File: src/rtl/spi_txq_pkg.sv
package spi_txq_pkg;
    localparam int WORD_W = 16;

    typedef struct packed {
        logic [WORD_W-1:0] stage;
        logic              stage_vld;
        logic              busy;
        logic              ovf;
    } ctl_t;
endpackage

File: src/rtl/spi_txq_queue.sv
module spi_txq_queue #(
    parameter int W     = 16,
    parameter int DEPTH = 16,
    localparam int AW   = $clog2(DEPTH),
    localparam int CW   = $clog2(DEPTH + 1)
) (
    input  logic          clk,
    input  logic          rst_n,
    input  logic          clr,
    input  logic          push,
    input  logic [W-1:0]  din,
    input  logic          pop,
    output logic [W-1:0]  dout,
    output logic [CW-1:0] cnt,
    output logic          full,
    output logic          empty
);
    typedef struct packed {
        logic [DEPTH-1:0][W-1:0] mem;
        logic [AW-1:0]           wp;
        logic [AW-1:0]           rp;
        logic [CW-1:0]           cnt;
    } q_t;

    q_t q_d, q_q;
    logic do_push, do_pop;

    assign full  = (q_q.cnt == CW'(DEPTH));
    assign empty = (q_q.cnt == '0);
    assign dout  = q_q.mem[q_q.rp];
    assign cnt   = q_q.cnt;

    always_comb begin
        q_d     = q_q;
        do_push = push && !full && !clr;
        do_pop  = pop && !empty && !clr;
        if (clr) begin
            q_d.wp  = '0;
            q_d.rp  = '0;
            q_d.cnt = '0;
        end else begin
            if (do_push) begin
                q_d.mem[q_q.wp] = din;
                q_d.wp          = (q_q.wp == AW'(DEPTH - 1)) ? '0 : q_q.wp + 1'b1;
            end
            if (do_pop)
                q_d.rp = (q_q.rp == AW'(DEPTH - 1)) ? '0 : q_q.rp + 1'b1;
            case ({do_push, do_pop})
                2'b10:   q_d.cnt = q_q.cnt + 1'b1;
                2'b01:   q_d.cnt = q_q.cnt - 1'b1;
                default: q_d.cnt = q_q.cnt;
            endcase
        end
    end

    always_ff @(posedge clk or negedge rst_n) begin
        if (!rst_n) q_q <= '0;
        else        q_q <= q_d;
    end
endmodule

File: src/rtl/spi_txq_gap.sv
module spi_txq_gap #(
    parameter int GW = 8
) (
    input  logic          clk,
    input  logic          rst_n,
    input  logic          start,
    input  logic          stop,
    input  logic          tick,
    input  logic [GW-1:0] cfg,
    output logic          ok
);
    typedef struct packed {
        logic          run;
        logic [GW-1:0] cnt;
    } gap_t;

    gap_t g_d, g_q;

    assign ok = !g_q.run || (g_q.cnt >= cfg);

    always_comb begin
        g_d = g_q;
        if (start) begin
            g_d.run = 1'b1;
            g_d.cnt = '0;
        end else if (stop) begin
            g_d.run = 1'b0;
        end else if (g_q.run && tick && (g_q.cnt < cfg)) begin
            g_d.cnt = g_q.cnt + 1'b1;
        end
    end

    always_ff @(posedge clk or negedge rst_n) begin
        if (!rst_n) g_q <= '0;
        else        g_q <= g_d;
    end
endmodule

File: src/rtl/spi_txq.sv
module spi_txq
    import spi_txq_pkg::*;
#(
    parameter int DEPTH = 16,
    parameter int GAP_W = 8,
    localparam int CW   = $clog2(DEPTH + 1)
) (
    input  logic              clk,
    input  logic              rst_n,
    input  logic              wr_en,
    input  logic [WORD_W-1:0] wr_data,
    input  logic              fifo_on,
    input  logic [GAP_W-1:0]  gap_cfg,
    input  logic              ptr_clr,
    input  logic [CW-1:0]     trig_lvl,
    input  logic              sclk_tick,
    input  logic              word_done,
    input  logic              ovf_clr,
    output logic [WORD_W-1:0] ld_word,
    output logic              ld_stb,
    output logic [CW-1:0]     fill_cnt,
    output logic              tx_req,
    output logic              ovf
);
    ctl_t c_d, c_q;

    logic              q_push, q_pop, q_full, q_empty, gap_ok;
    logic [WORD_W-1:0] q_dout;
    logic [CW-1:0]     q_cnt;

    assign q_push = wr_en && fifo_on && !ptr_clr;
    assign q_pop  = fifo_on && !c_q.stage_vld && !c_q.busy && !ptr_clr;

    spi_txq_queue #(.W(WORD_W), .DEPTH(DEPTH)) u_queue (
        .clk(clk), .rst_n(rst_n), .clr(ptr_clr),
        .push(q_push), .din(wr_data), .pop(q_pop),
        .dout(q_dout), .cnt(q_cnt), .full(q_full), .empty(q_empty)
    );

    spi_txq_gap #(.GW(GAP_W)) u_gap (
        .clk(clk), .rst_n(rst_n), .start(word_done && c_q.busy),
        .stop(ld_stb), .tick(sclk_tick), .cfg(gap_cfg), .ok(gap_ok)
    );

    assign ld_stb   = c_q.stage_vld && !c_q.busy && gap_ok;
    assign ld_word  = c_q.stage;
    assign fill_cnt = q_cnt;
    assign tx_req   = (q_cnt <= trig_lvl);
    assign ovf      = c_q.ovf;

    always_comb begin
        c_d = c_q;
        if (ld_stb) begin
            c_d.stage_vld = 1'b0;
            c_d.busy      = 1'b1;
        end
        if (word_done)
            c_d.busy = 1'b0;
        if (q_pop && !q_empty) begin
            c_d.stage     = q_dout;
            c_d.stage_vld = 1'b1;
        end
        if (!fifo_on && wr_en) begin
            c_d.stage     = wr_data;
            c_d.stage_vld = 1'b1;
        end
        if (ovf_clr)
            c_d.ovf = 1'b0;
        if (q_push && q_full)
            c_d.ovf = 1'b1;
    end

    always_ff @(posedge clk or negedge rst_n) begin
        if (!rst_n) c_q <= '0;
        else        c_q <= c_d;
    end
endmodule

File: config.mk
export PLATFORM = sky130hd
export DESIGN_NAME = spi_txq
export DESIGN_NICKNAME = d
export VERILOG_FILES = /design/src/rtl/spi_txq_pkg.sv /design/src/rtl/spi_txq_queue.sv /design/src/rtl/spi_txq_gap.sv /design/src/rtl/spi_txq.sv
export SDC_FILE = /design/constraint.sdc
export NUM_CORES = 1
export LEC_CHECK = 0
export ABC_AREA = 1
export BUFFER_PORTS_ARGS = -buffer_cell sky130_fd_sc_hd__buf_2
export CAP_MARGIN = 0
export CORE_MARGIN = 2
export CORE_UTILIZATION = 60
export CTS_BUF_LIST = sky130_fd_sc_hd__clkbuf_16
export DETAILED_ROUTE_END_ITERATION = 16
export PLACE_DENSITY = 0.79
export SYNTH_ARGS = -nofsm -noshare
export SYNTH_HDL_FRONTEND = slang
export SYNTH_HIERARCHICAL = 1
export SYNTH_SLANG_ARGS = --single-unit
File: constraint.sdc
create_clock -name clk -period 2.5 [get_ports clk]
set_input_delay 0.125 -clock clk [delete_from_list [all_inputs] [get_ports clk]]
set_output_delay 0.125 -clock clk [all_outputs]
set_load 0.005 [all_outputs]
# Word level (Yosys, flattened, before mapping)
# Cells that the tools add are included.
dict set report totals {
  regBits 297
  latch_bits 0
  ramBits 0
  romBits 0
  in_bits 37
  out_inout_bits 24
  wordCells 101
  mem_count 0
}
dict set report op_classes {
  add_sub_neg 5
  multipliers 0
  div 0
  magnitude_cmp 6
  eq_ne 6
  shifts 0
  n_mux 21
  n_bitwise 1
  reduce_logical 37
}
# op count
set op_table {}
lappend op_table {{bitwise mux 256 bit} 1}
lappend op_table {{binary-select mux 16 bit (select 4 bit)} 1}
lappend op_table {{demux 16 bit (select 4 bit)} 1}
lappend op_table {{two-way mux 17 bit} 2}
lappend op_table {{two-way mux 16 bit} 2}
lappend op_table {{logical AND 1 bit} 17}
lappend op_table {{two-way mux 4 bit} 4}
lappend op_table {{two-way mux 8 bit} 2}
lappend op_table {{nonzero test 2 bit} 7}
lappend op_table {{two-way mux 13 bit} 1}
lappend op_table {{less-than comparator 4 x 5 -> 1 bit, second input constant} 2}
lappend op_table {{case mux 5 bit (2 select lines)} 1}
lappend op_table {{two-way mux 9 bit} 1}
lappend op_table {{adder 4 x 1 -> 4 bit, second input constant} 2}
lappend op_table {{adder 8 x 1 -> 8 bit, second input constant} 1}
lappend op_table {{== test 4 bit, second input constant} 2}
lappend op_table {{>= comparator 8 bit} 1}
lappend op_table {{less-than comparator 8 bit} 1}
lappend op_table {{logical NOT 1 bit} 7}
lappend op_table {{nonzero test 3 bit} 2}
lappend op_table {{adder 5 x 1 -> 5 bit, second input constant} 1}
lappend op_table {{== test 5 bit, second input constant} 1}
lappend op_table {{less-or-equal comparator 5 bit} 1}
lappend op_table {{logical NOT 5 bit} 1}
lappend op_table {{other kinds (10)} 14}

# Longest topological paths before layout
# Gate-level depths: netlist (run 1).
dict set report logic_depth {
  depth_word 9
  ltp_mapped 16
  mapped_depth_nobuf 16
}

# Hierarchy
# Netlist (run 1), hierarchy kept.
# mod n_inst cells_per_inst area_each_um2 seq_area_each_um2
set by_module_without_submodules {}
lappend by_module_without_submodules {spi_txq_queue 1 1549 12643.4 6731.5}
lappend by_module_without_submodules {spi_txq 1 148 1313.8 475.5}
lappend by_module_without_submodules {spi_txq_gap 1 110 794.5 225.2}

# Least setup slack after synthesis (run 1)
# Ideal clock, no wire load.
dict set report synth_timing {
  kind {register to register}
  startpoint {register c_q[1] in the netlist's numbering}
  endpoint {register u_queue.q_q, in the netlist u_queue/cnt[4]}
  setup_time_ns 0.116
  arrival_time_ns 2.093
  required_ns 2.384
  setup_slack_ns 0.291
  path_stages_with_launch 13
  path_buffers 0
  synth_period_minus_slack_ns 2.209
  cell_sequence {dfrtp_1 nor4_1 nand3_1 nor2_1 ha_1 a21oi_1 nand3_1 nand2_1 inv_1 nand2_1 nand2_1 nand2_1 nand2_1}
}
dict set report synth_via {
  elab_chain_len 8
  elab_cells_between_ends 10
  cone_classes {eq/ne (2); mux (2); reduce/logical (6)}
}
# element line_no
set synth_rtl {}
lappend synth_rtl {{from (decl)} spi_txq.sv:25} ;# ctl_t c_d, c_q;
lappend synth_rtl {{from (signal assigned)} spi_txq.sv:74} ;# if (!rst_n) c_q <= '0;
lappend synth_rtl {{from (signal assigned)} spi_txq.sv:75} ;# else c_q <= c_d;
lappend synth_rtl {{logical NOT 1 bit *} spi_txq.sv:32} ;# assign q_pop = fifo_on && !c_q.stage_vld && !c_q.busy && !ptr_clr;
lappend synth_rtl {{logical AND 1 bit * (2 in series)} spi_txq.sv:32}
lappend synth_rtl {{via q_pop} spi_txq.sv:27} ;# logic q_push, q_pop, q_full, q_empty, gap_ok;
lappend synth_rtl {{logical AND 1 bit * (2 in series)} spi_txq_queue.sv:36} ;# do_pop = pop && !empty && !clr;
lappend synth_rtl {{== test 2 x 1 -> 1 bit / == test 2 bit (equally long branches)} spi_txq_queue.sv:48} ;# case ({do_push, do_pop})
lappend synth_rtl {{case mux 5 bit (2 select lines)} spi_txq_queue.sv:48}
lappend synth_rtl {{two-way mux 13 bit} spi_txq_queue.sv:37} ;# if (clr) begin
lappend synth_rtl {{to (signal assigned)} spi_txq_queue.sv:58} ;# else q_q <= q_d;
lappend synth_rtl {{to (decl)} spi_txq_queue.sv:25} ;# q_t q_d, q_q;
# The timed path passes the listed nets; every way through them passes the cells marked *.
# A chain may end at the register's enable or synchronous reset.

# Worst setup path in the final report (run 1)
dict set report layout_timing {
  startpoint {register c_q[2] in the netlist's numbering}
  endpoint {register u_queue.q_q, in the netlist u_queue/cnt[4]}
}
dict set report layout_via {
  elab_chain_len 9
  elab_cells_between_ends 11
  cone_classes {eq/ne (2); mux (2); reduce/logical (7)}
}
# element line_no
set layout_rtl {}
lappend layout_rtl {{logical NOT 1 bit *} spi_txq.sv:32}
lappend layout_rtl {{logical AND 1 bit * (3 in series)} spi_txq.sv:32}
lappend layout_rtl {{via q_pop} spi_txq.sv:27}
lappend layout_rtl {{logical AND 1 bit * (2 in series)} spi_txq_queue.sv:36}
lappend layout_rtl {{== test 2 x 1 -> 1 bit / == test 2 bit (equally long branches)} spi_txq_queue.sv:48}
lappend layout_rtl {{case mux 5 bit (2 select lines)} spi_txq_queue.sv:48}
lappend layout_rtl {{two-way mux 13 bit} spi_txq_queue.sv:37}
# Marks and branches as above.

==> metrics, run 1 <==
slew margin rel. 0.568; Ys Warns 6; Largest stage delay, worst path roughly 430 ps; Simple-Gate Fraction of Synth Area 0.215; vias in the first global route 12319; cell taking the most area after synthesis dfrtp_1; register area share after synthesis 0.504; Worst-Margin Slew between 600 and 700 ps; Mapped Avg Cell Area 8.16 um^2; Routed Antenna Nets 0; number of enable flip-flop cells after synthesis 0; Area Overhead vs Synth 11.3%; compound-cell area share of the yosys netlist 0.172; total number of vias between 10000 and 15000; library cells used by synthesis 42; XOR/XNOR Fraction of Synth Area 0.00297; fraction of layout cells with a size suffix above 1 0.113; post-synthesis cell count 1807; Inserted Clock Buffers 31; Port Buffers 60; Slowest-stage cell, CP dfrtp_1; crit path max fanout 5; RSZ-0062 raised after global routing false; most frequent cells after synthesis 481 x nand2_1, 297 x dfrtp_1, 293 x o21ai_0, 135 x inv_1, 78 x nor2_1; Post-Synth Adder-Cell Area 0.0200; first-pass GRT wire length around 65000 um; worst min-delay path class input port to flip-flop; Root Driver clkbuf_16; critical path type flip-flop to flip-flop; power density over cell area 714 nW/um^2; TritonCTS clock tree done; fin crit share 0.924; top-count cell post-synth nand2_1; die area 25900 um^2; residual overflow from global routing 0; CP cell instances nor4_2, nand3_1, nor2_4, ha_1, a21oi_1, nand2_1, nand2_1, nand2_1, inv_1, nand2_1, nand2_1, nand2_1, nand2_1; Max H-tree Level 1; final hold slack 20.7 ps; status complete, no violations; initial antenna violation count 0; row cnt 57; Power Total 11.7 mW; Crit path buffers/inverters 1; CP top delay family simple AND/OR/NAND/NOR gates; Final Hold Violating Endpoints 0; CTS max path bufs 3; # DRC 0; Total Routed Length 39800 um; crit start category flip-flop; Chip Height roughly 160 um; most frequent CP cell nand2_1; dominant synthesized flop cell dfrtp_1; Synth area leaders dfrtp_1 50%, nand2_1 12%, o21ai_0 9.9%; Leak Pwr 8.08 nW; Crit path arrival time 2810 ps; endpoint type of the worst setup path flip-flop; fin crit period 2310 ps; clk slew on worst S/H paths about 60 ps; DR iter-0 viols ~1800; Cell Area, Synth 14800 um^2; Setup Fix Bufs, Post-CTS 0; fin worst setup slack 191 ps; setup violators final 0; Max-cap violations 0; top-area cell type share of the netlist area 0.504; GRT Util Overall 0.310; Required @ worst endpoint around 3000 ps; Final nets 1885; max frequency around 430 MHz; dpl hpwl roughly 25000 um; Starting Density 0.608; pre-CTS WS -17.1 ps; Syn Nets 1867; number of synthesized register bits 297; RePlAce Congestion around 0.83; via-per-instance ratio 5.94; post-synthesis mux area share 0; DRT Pass-1 Iters 5; die width 161 um; Max Slew Vio Count 0; fill count 1880; Boundary Pins 61; area of the core between 20000 and 25000 um^2; total negative setup slack 0 ps; clock skew 20.6 ps; largest family of logic cells by synthesized area simple AND/OR/NAND/NOR gates; total clock sinks 297; Async SR Flop Fraction 1.00; Clk Latency, worst-skew pair between 500 and 600 ps; post-DR wirelength/cell roughly 18 um; largest net degree at the start of global routing 88; Worst VDD drop 0.000518 V
-- sequential cells by signal, indices dropped and copies added, names as in the netlist --
name and count:
c_q 2, u_queue/cnt 5, u_gap/g_q 9, u_queue/q_q 264, ld_word 16, ovf 1
-- metrics by stage --
stage,std cells,utilization,instance area [um^2]
finish,2175,0.677,16400
global route,2174,0.677,16400
CTS,2174,0.677,16400
detailed placement,2096,0.628,15200
global placement,2096,0.628,15200
floorplan,1807,-,14800
-- layout make-up --
cell class	count	area, um^2	share of cell area
Sequential cell	297	7440	0.453
Multi-Input combinational cell	1220	6080	0.370
Timing Repair Buffer	126	956	0.0582
Clock buffer	31	776	0.0472
Inverter	149	563	0.0343
Tap cell	324	405	0.0247
Clock inverter	27	204	0.0124
Antenna cell	1	2.50	0.000152
-- cell families after synthesis --
logic type	after synthesis
flops	297
fa+ha+maj	23
compound gates	474
xor+xnor	5
buf+inv	290
simple gates	718
-- cell usage in the layout (no fill, tap or decap), types with 3 or more instances in the layout --
cell,n
inv_1,143
buf_2,59
xnor2_1,3
dlygate4sd3_1,20
inv_2,10
nor2_1,73
ha_1,22
nand3_2,19
o21ai_0,293
dfrtp_1,295
o21a_1,25
o22ai_1,13
nor2_2,7
nand3_1,67
nand3_4,3
o211ai_1,8
nor3_1,6
clkinv_2,4
o21ai_1,55
bufinv_16,3
a21oi_1,64
nand4_1,42
nand2_1,481
clkbuf_16,31
clkinv_1,13
buf_12,8
nand2_2,6
nor2_4,6
o2111ai_1,11
buf_4,38
-- final timing paths --
check / start / to / slack [ps] / cells after the start
max: c_q[2]$_DFFE_PN0P_ / u_queue/cnt[4]$_DFFE_PN0P_ / 190 / 13
min: ptr_clr / u_queue/cnt[4]$_DFFE_PN0P_ / 20 / 4
max reg2reg: c_q[2]$_DFFE_PN0P_ / u_queue/cnt[4]$_DFFE_PN0P_ / 190 / 13
min reg2reg: u_queue/q_q[55]$_DFFE_PN0P_ / u_queue/q_q[55]$_DFFE_PN0P_ / 480 / 2
max in group asynchronous: rst_n / u_queue/q_q[155]$_DFFE_PN0P_ / 1460 / 3
min in group asynchronous: rst_n / u_gap/g_q[4]$_DFFE_PN0P_ / 120 / 2
-- metal layers --
metal	vias up	global-route usage	wire (um)	share of wire
li1	5971	-	-	-
met2	606	0.489	18100	0.46
met3	82	0.0615	3650	0.092
met1	6262	0.441	17000	0.43
met5	-	0	0	0
met4	0	0.0905	997	0.025
-- where the power goes --
| group | total, mW | internal, mW | switching (mW) | leakage (nW) |
|---|---|---|---|---|
| Combinational | 1.95 | 0.660 | 1.29 | 3.89 |
| Sequential | 5.33 | 5.09 | 0.230 | 3.68 |
| Clock | 4.44 | 2.55 | 1.89 | 0.510 |
-- timing repair --
item	CTS	global route
gates resized for setup	1	4
setup endpoints to repair	1	2
pin swaps	0	0
hold buffers	20	0
endpoints found under the hold margin	206	0
-- worst reg2reg max path, cell delays in order (launching register included) --
cell	delay (ps)
dfrtp_1	430
nor4_2	390
nand3_1	200
nor2_4	200
ha_1	300
a21oi_1	220
nand2_1	100
nand2_1	70
nand2_1	70
inv_1	60
nand2_1	50
nand2_1	70
nand2_1	50
nand2_1	60
No activity file was read; power rests on OpenSTA's default activity.
==> run 2: changes to the inputs <==
- clock period: 2.5 -> 2.75 ns (I/O delays scaled with it)
==> metrics, run 2 (synthesis results as in run 1) <==
status complete, no violations; total clock sinks 297 (unchanged); Power Total 10.2 mW (-13%); sw frac 0.296 (+0.00448); Final Cell Area 16200 um^2 (-1.4%); Non-Filler Instances 2158 (-0.78%); Required @ worst endpoint 3250 ps (+250 ps); Total Routed Length 38200 um (-4.0%); clock skew 19.8 ps (-0.735 ps); total negative setup slack 0 ps (unchanged); Max Slew Vio Count 0 (unchanged); critical path type flip-flop to flip-flop; Inserted Clock Buffers 29 (-6.5%); worst-case reg-to-reg path depth 14 (+1); die width 161 um (unchanged); Boundary Pins 61 (unchanged); post-DR wirelength/cell 17.7 um (-3.3%); initial antenna violation count 2 (+2); # DRC 0 (unchanged); power density over cell area 631 nW/um^2 (-12%); setup violators final 0 (unchanged); RePlAce Congestion 0.836 (+0.32%); Logic pwr share 0.167 (about the same); Clk Latency, worst-skew pair 570 ps (about the same); Final nets 1874 (-0.58%); residual overflow from global routing 0 (unchanged); final core utilization 0.667 (-0.00980); Final Hold Violating Endpoints 0 (unchanged); die area 25900 um^2 (unchanged); dpl hpwl 24800 um (-2.9%); crit start category flip-flop; Starting Density 0.608 (unchanged); Leak Pwr 7.97 nW (-1.4%); TritonCTS clock tree done; Internal 7.19 mW (-13%); Area Overhead vs Synth 9.71%; max frequency 401 MHz (-7.5%); fin worst setup slack 255 ps (+64.0 ps); Chip Height 161 um (unchanged); Hold Path Sink u_queue/cnt[4]$_DFFE_PN0P_; min-delay src ptr_clr; Worst VDD drop 0.000407 V (-21%); Inserted Diodes 0 (-1); flip-flop count of the largest register after layout 264 (unchanged); endpoint type of the worst setup path flip-flop; most flop-heavy register u_queue/q_q; reg2reg start c_q[1]$_DFFE_PN0P_; DRT Pass-1 Iters 6 (+1); largest net degree at the start of global routing 86 (-2.3%); Max H-tree Level 1 (unchanged); Setup Fix Bufs, Post-CTS 0 (unchanged); fin crit period 2500 ps (+186 ps); P_sw 3.02 mW (-11%); vias in the first global route 11802 (-4.2%); row cnt 57 (unchanged); R2R setup slack 250 ps (+60 ps); first-pass GRT wire length 62100 um (-4.1%); Root Driver clkbuf_16; slew margin rel. 0.541 (-0.0278); fraction of layout cells with a size suffix above 1 0.105 (-0.00828); via-per-instance ratio 5.84 (-1.8%); Worst-Margin Slew 687 ps (+41.5 ps); Port Buffers 60 (unchanged); Seq pwr share 0.475 (+0.021); Placed Area 15100 um^2 (-0.61%); worst min-delay path class input port to flip-flop; commonest non-fill, non-tap cell in the layout nand2_1; CTS max path bufs 3 (unchanged); fill count 1899 (+1.0%); RSZ-0062 raised after global routing false; pre-CTS WS 331 ps (+348 ps); GRT Util Overall 0.298 (-0.0117); Clock Power Share 0.358 (-0.021); Min-Delay Path Depth 4 (unchanged); crit path max fanout 6 (+1); clk slew on worst S/H paths 60 ps (about the same); total number of vias 12593 (-2.5%); Crit path arrival time 2990 ps (+180 ps); area of the core 24200 um^2 (unchanged); fin crit share 0.907 (-0.0163); DR iter-0 viols 1567 (-12%); reg2reg end u_queue/cnt[4]$_DFFE_PN0P_; Routed Antenna Nets 0 (unchanged); commonest cells after routing, fill and taps aside 481 x nand2_1, 295 x dfrtp_1, 293 x o21ai_0; Placed Instances 2087 (-0.43%); Max-cap violations 0 (unchanged); final hold slack 32.1 ps (+11.3 ps)
-- run 2: changes by cell type in the layout (fill, tap and decap cells not counted), moves of 2 or more --
cell,previous run,this run
nor2_1,73,76
buf_12,8,6
nor2_2,7,5
inv_1,143,141
clkbuf_16,31,29
bufinv_16,3,1
buf_4,38,31
-- run 2: area by class of cell --
type	instances	area, um^2	area share
sequential	297	7440	0.460
multi-input combinational	1220	6060	0.374
timing repair buffer	117	863	0.0533
clock buffer	29	726	0.0448
inverter	149	563	0.0348
tap	324	405	0.0250
clock inverter	22	130	0.00804
-- run 2: worst max-delay path by stage --
stage                             startpoint                         end  slack [ps]
after floorplan           c_q[1]$_DFFE_PN0P_  u_queue/cnt[4]$_DFFE_PN0P_         540
after global placement    c_q[1]$_DFFE_PN0P_  u_queue/cnt[4]$_DFFE_PN0P_         330
after detailed placement  c_q[1]$_DFFE_PN0P_  u_queue/cnt[4]$_DFFE_PN0P_         330
after CTS                 c_q[1]$_DFFE_PN0P_  u_queue/cnt[4]$_DFFE_PN0P_         300
after global routing      c_q[1]$_DFFE_PN0P_  u_queue/cnt[4]$_DFFE_PN0P_          80
final                     c_q[1]$_DFFE_PN0P_  u_queue/cnt[4]$_DFFE_PN0P_         250
-- run 2: worst max-delay path: stages (launching register included) --
cell	delay [ps]
dfrtp_1	450
nor4_1	370
buf_4	180
nand3_1	100
nor2_1	320
ha_1	340
a21oi_1	200
nand2_1	70
nand2_1	60
nand2_1	60
inv_1	50
nand2_1	50
nand2_1	80
nand2_1	50
nand2_1	60
-- run 2: what timing repair did --
action,in CTS,in global routing
hold endpoints to repair,200,0
hold buffers,20,0
gates resized for setup,0,0
endpoints found under the setup margin,0,0
-- run 2: power by group through the flow --
stage	clock network [mW]	logic (mW)	registers, mW
after CTS	3.71	1.69	4.84
final	3.66	1.71	4.85
after detailed placement	0	1.65	4.92
after global routing	3.89	1.91	4.88
after global placement	0	1.60	4.91
after floorplan	0	1.18	4.86
-- run 2: per-layer routing --
| metal | track usage | share of wire | vias up |
|---|---|---|---|
| met2 | 0.480 | 0.46 | 543 |
| met3 | 0.0408 | 0.082 | 59 |
| met4 | 0.0848 | 0.019 | 2 |
| li1 | - | - | 5940 |
| met5 | 0 | 0.00029 | - |
| met1 | 0.429 | 0.43 | 6049 |
==> run 3: changes to the inputs <==
- CORE_MARGIN: 2 -> 4
- PLACE_DENSITY: 0.79 -> 0.89
==> metrics, run 3 (synthesis results as in run 1) <==
post-DR wirelength/cell 20.0 um (+13%); Final Hold Violating Endpoints 0 (unchanged); slew margin rel. 0.553 (+0.0124); Placed Area 15100 um^2 (about the same); total number of vias 13768 (+9.3%); total clock sinks 297 (unchanged); initial antenna violation count 1 (-1); clock skew 25.5 ps (+5.68 ps); status complete, no violations; setup violators final 0 (unchanged); Critical Path Start u_gap/g_q[5]$_DFFE_PN0P_; Power Total 11.0 mW (+7.7%); worst-case reg-to-reg path depth 13 (-1); Final Cell Area 16400 um^2 (+1.2%); Total Routed Length 43400 um (+14%); commonest cells after routing, fill and taps aside 481 x nand2_1, 296 x dfrtp_1, 293 x o21ai_0; Max Slew Vio Count 0 (unchanged); R2R setup slack 250 ps (about the same); dpl hpwl 25700 um (+3.9%); TritonCTS clock tree done; clk slew on worst S/H paths 60 ps (about the same); # DRC 0 (unchanged); flip-flop count of the largest register after layout 264 (unchanged); Max H-tree Level 1 (unchanged); Final nets 1877 (+0.16%); Max-cap violations 0 (unchanged); die width 165 um (+2.5%); fraction of layout cells with a size suffix above 1 0.110 (+0.00509); die area 27200 um^2 (+5.0%); Starting Density 0.608 (unchanged); Root Driver clkbuf_16; area of the core 24200 um^2 (unchanged); metal1 wirelength 15700 um (-5.1%); Worst-Margin Slew 670 ps (-16.2 ps); Area Overhead vs Synth 11.1%; Worst VDD drop 0.000511 V (+26%); power density over cell area 671 nW/um^2 (+6.4%); met3 WL post-DR 5790 um (+84%); residual overflow from global routing 0 (unchanged); vias in the first global route 13288 (+13%); GRT Util Overall 0.319 (+0.0200); fin crit share 0.921 (+0.0137); Clk Latency, worst-skew pair 570 ps (about the same); Setup Fix Bufs, Post-CTS 0 (unchanged); RePlAce Congestion 0.898 (+7.4%); Routed Antenna Nets 0 (unchanged); Required @ worst endpoint 2610 ps (-640 ps); crit path max fanout 6 (unchanged); reg2reg start c_q[1]$_DFFE_PN0P_; Boundary Pins 61 (unchanged); max frequency 395 MHz (-1.5%); via-per-instance ratio 6.36 (+9.0%); Min-Delay Path Depth 5 (+1); endpoint type of the worst setup path output port; Highest Signal Layer met5; DRT Pass-1 Iters 8 (+2); fin crit period 2530 ps (+37.7 ps); Crit path arrival time 2400 ps (-590 ps); first-pass GRT wire length 69100 um (+11%); crit start category flip-flop; reg2reg end u_queue/cnt[4]$_DFFE_PN0P_; worst min-delay path class input port to flip-flop; total negative setup slack 0 ps (unchanged); min-delay src wr_en; DR iter-0 viols 2741 (+75%); Leak Pwr 8.06 nW (+1.1%); critical path type flip-flop to output port; WL met2 19700 um (+11%); largest net degree at the start of global routing 83 (-3.5%); Inserted Diodes 0 (unchanged); Port Buffers 60 (unchanged); CTS max path bufs 3 (unchanged); Inserted Clock Buffers 29 (unchanged); most flop-heavy register u_queue/q_q; commonest non-fill, non-tap cell in the layout nand2_1; Hold Path Sink ovf$_DFFE_PN0P_; Chip Height 165 um (+2.5%); row cnt 57 (unchanged)
==> run 3: cell count changes in the layout (fill, tap and decap cells not counted), moves of 2 or more <==
cell | previous run | this run
inv_1 | 141 | 138
clkinv_1 | 12 | 10
bufinv_16 | 1 | 8
buf_4 | 31 | 34
==> run 3: how the worst max path moves through the flow <==
stage / endpoint / cells past startpoint
2_1_floorplan: u_queue/cnt[4]$_DFFE_PN0P_ / 12
3_3_place_gp: u_queue/cnt[4]$_DFFE_PN0P_ / 12
3_5_place_dp: u_queue/cnt[4]$_DFFE_PN0P_ / 13
4_1_cts: u_queue/cnt[4]$_DFFE_PN0P_ / 13
5_1_grt: u_queue/cnt[4]$_DFFE_PN0P_ / 13
6_report: ld_stb / 8
==> run 3: layer usage <==
metal | vias up | track usage
li1 | 5948 | -
met1 | 6390 | 0.410
met2 | 1150 | 0.492
met3 | 278 | 0.103
met4 | 2 | 0.150
met5 | - | 0
==> run 3: power by group <==
group / switching, mW / total [mW] / leakage [nW] / internal (mW)
sequential: 0.246 / 4.88 / 3.68 / 4.63
combinational: 1.18 / 1.75 / 3.85 / 0.564
clock: 1.72 / 4.38 / 0.523 / 2.66
total: 3.15 / 11.0 / 8.06 / 7.86
==> run 3: worst max-delay path: stages, from the launching register on <==
cell	delay, ps
dfrtp_1	470
ha_1	340
nand2_1	80
a21oi_1	200
nor2_2	90
nand4_1	140
nand2_1	100
nor2_1	250
buf_2	190
==> run 3: repair_timing <==
action / in CTS / in global routing
endpoints found under the setup margin: 0 / 1
gates resized for setup: 0 / 1
hold buffers: 21 / 0
hold endpoints to repair: 194 / 0
==> run 3: area by class of cell <==
class,instances,area [um^2]
clock buffers,29,726
fillers,1643,7860
well taps,324,405
clock inverters,25,318
multi-input cells,1220,6060
inverters,149,563
flip-flops and latches,297,7440
repair buffers,120,876
==> run 3: stage by stage <==
stage | util | std cells | hold slack, ps | setup WS (ps)
finish | 0.676 | 2164 | 103 | 217
global route | 0.676 | 2164 | 131 | -4.56
CTS | 0.676 | 2164 | 75.2 | 186
detailed placement | 0.624 | 2089 | 182 | 241
global placement | 0.624 | 2089 | 176 | 320
floorplan | - | 1807 | -158 | 541
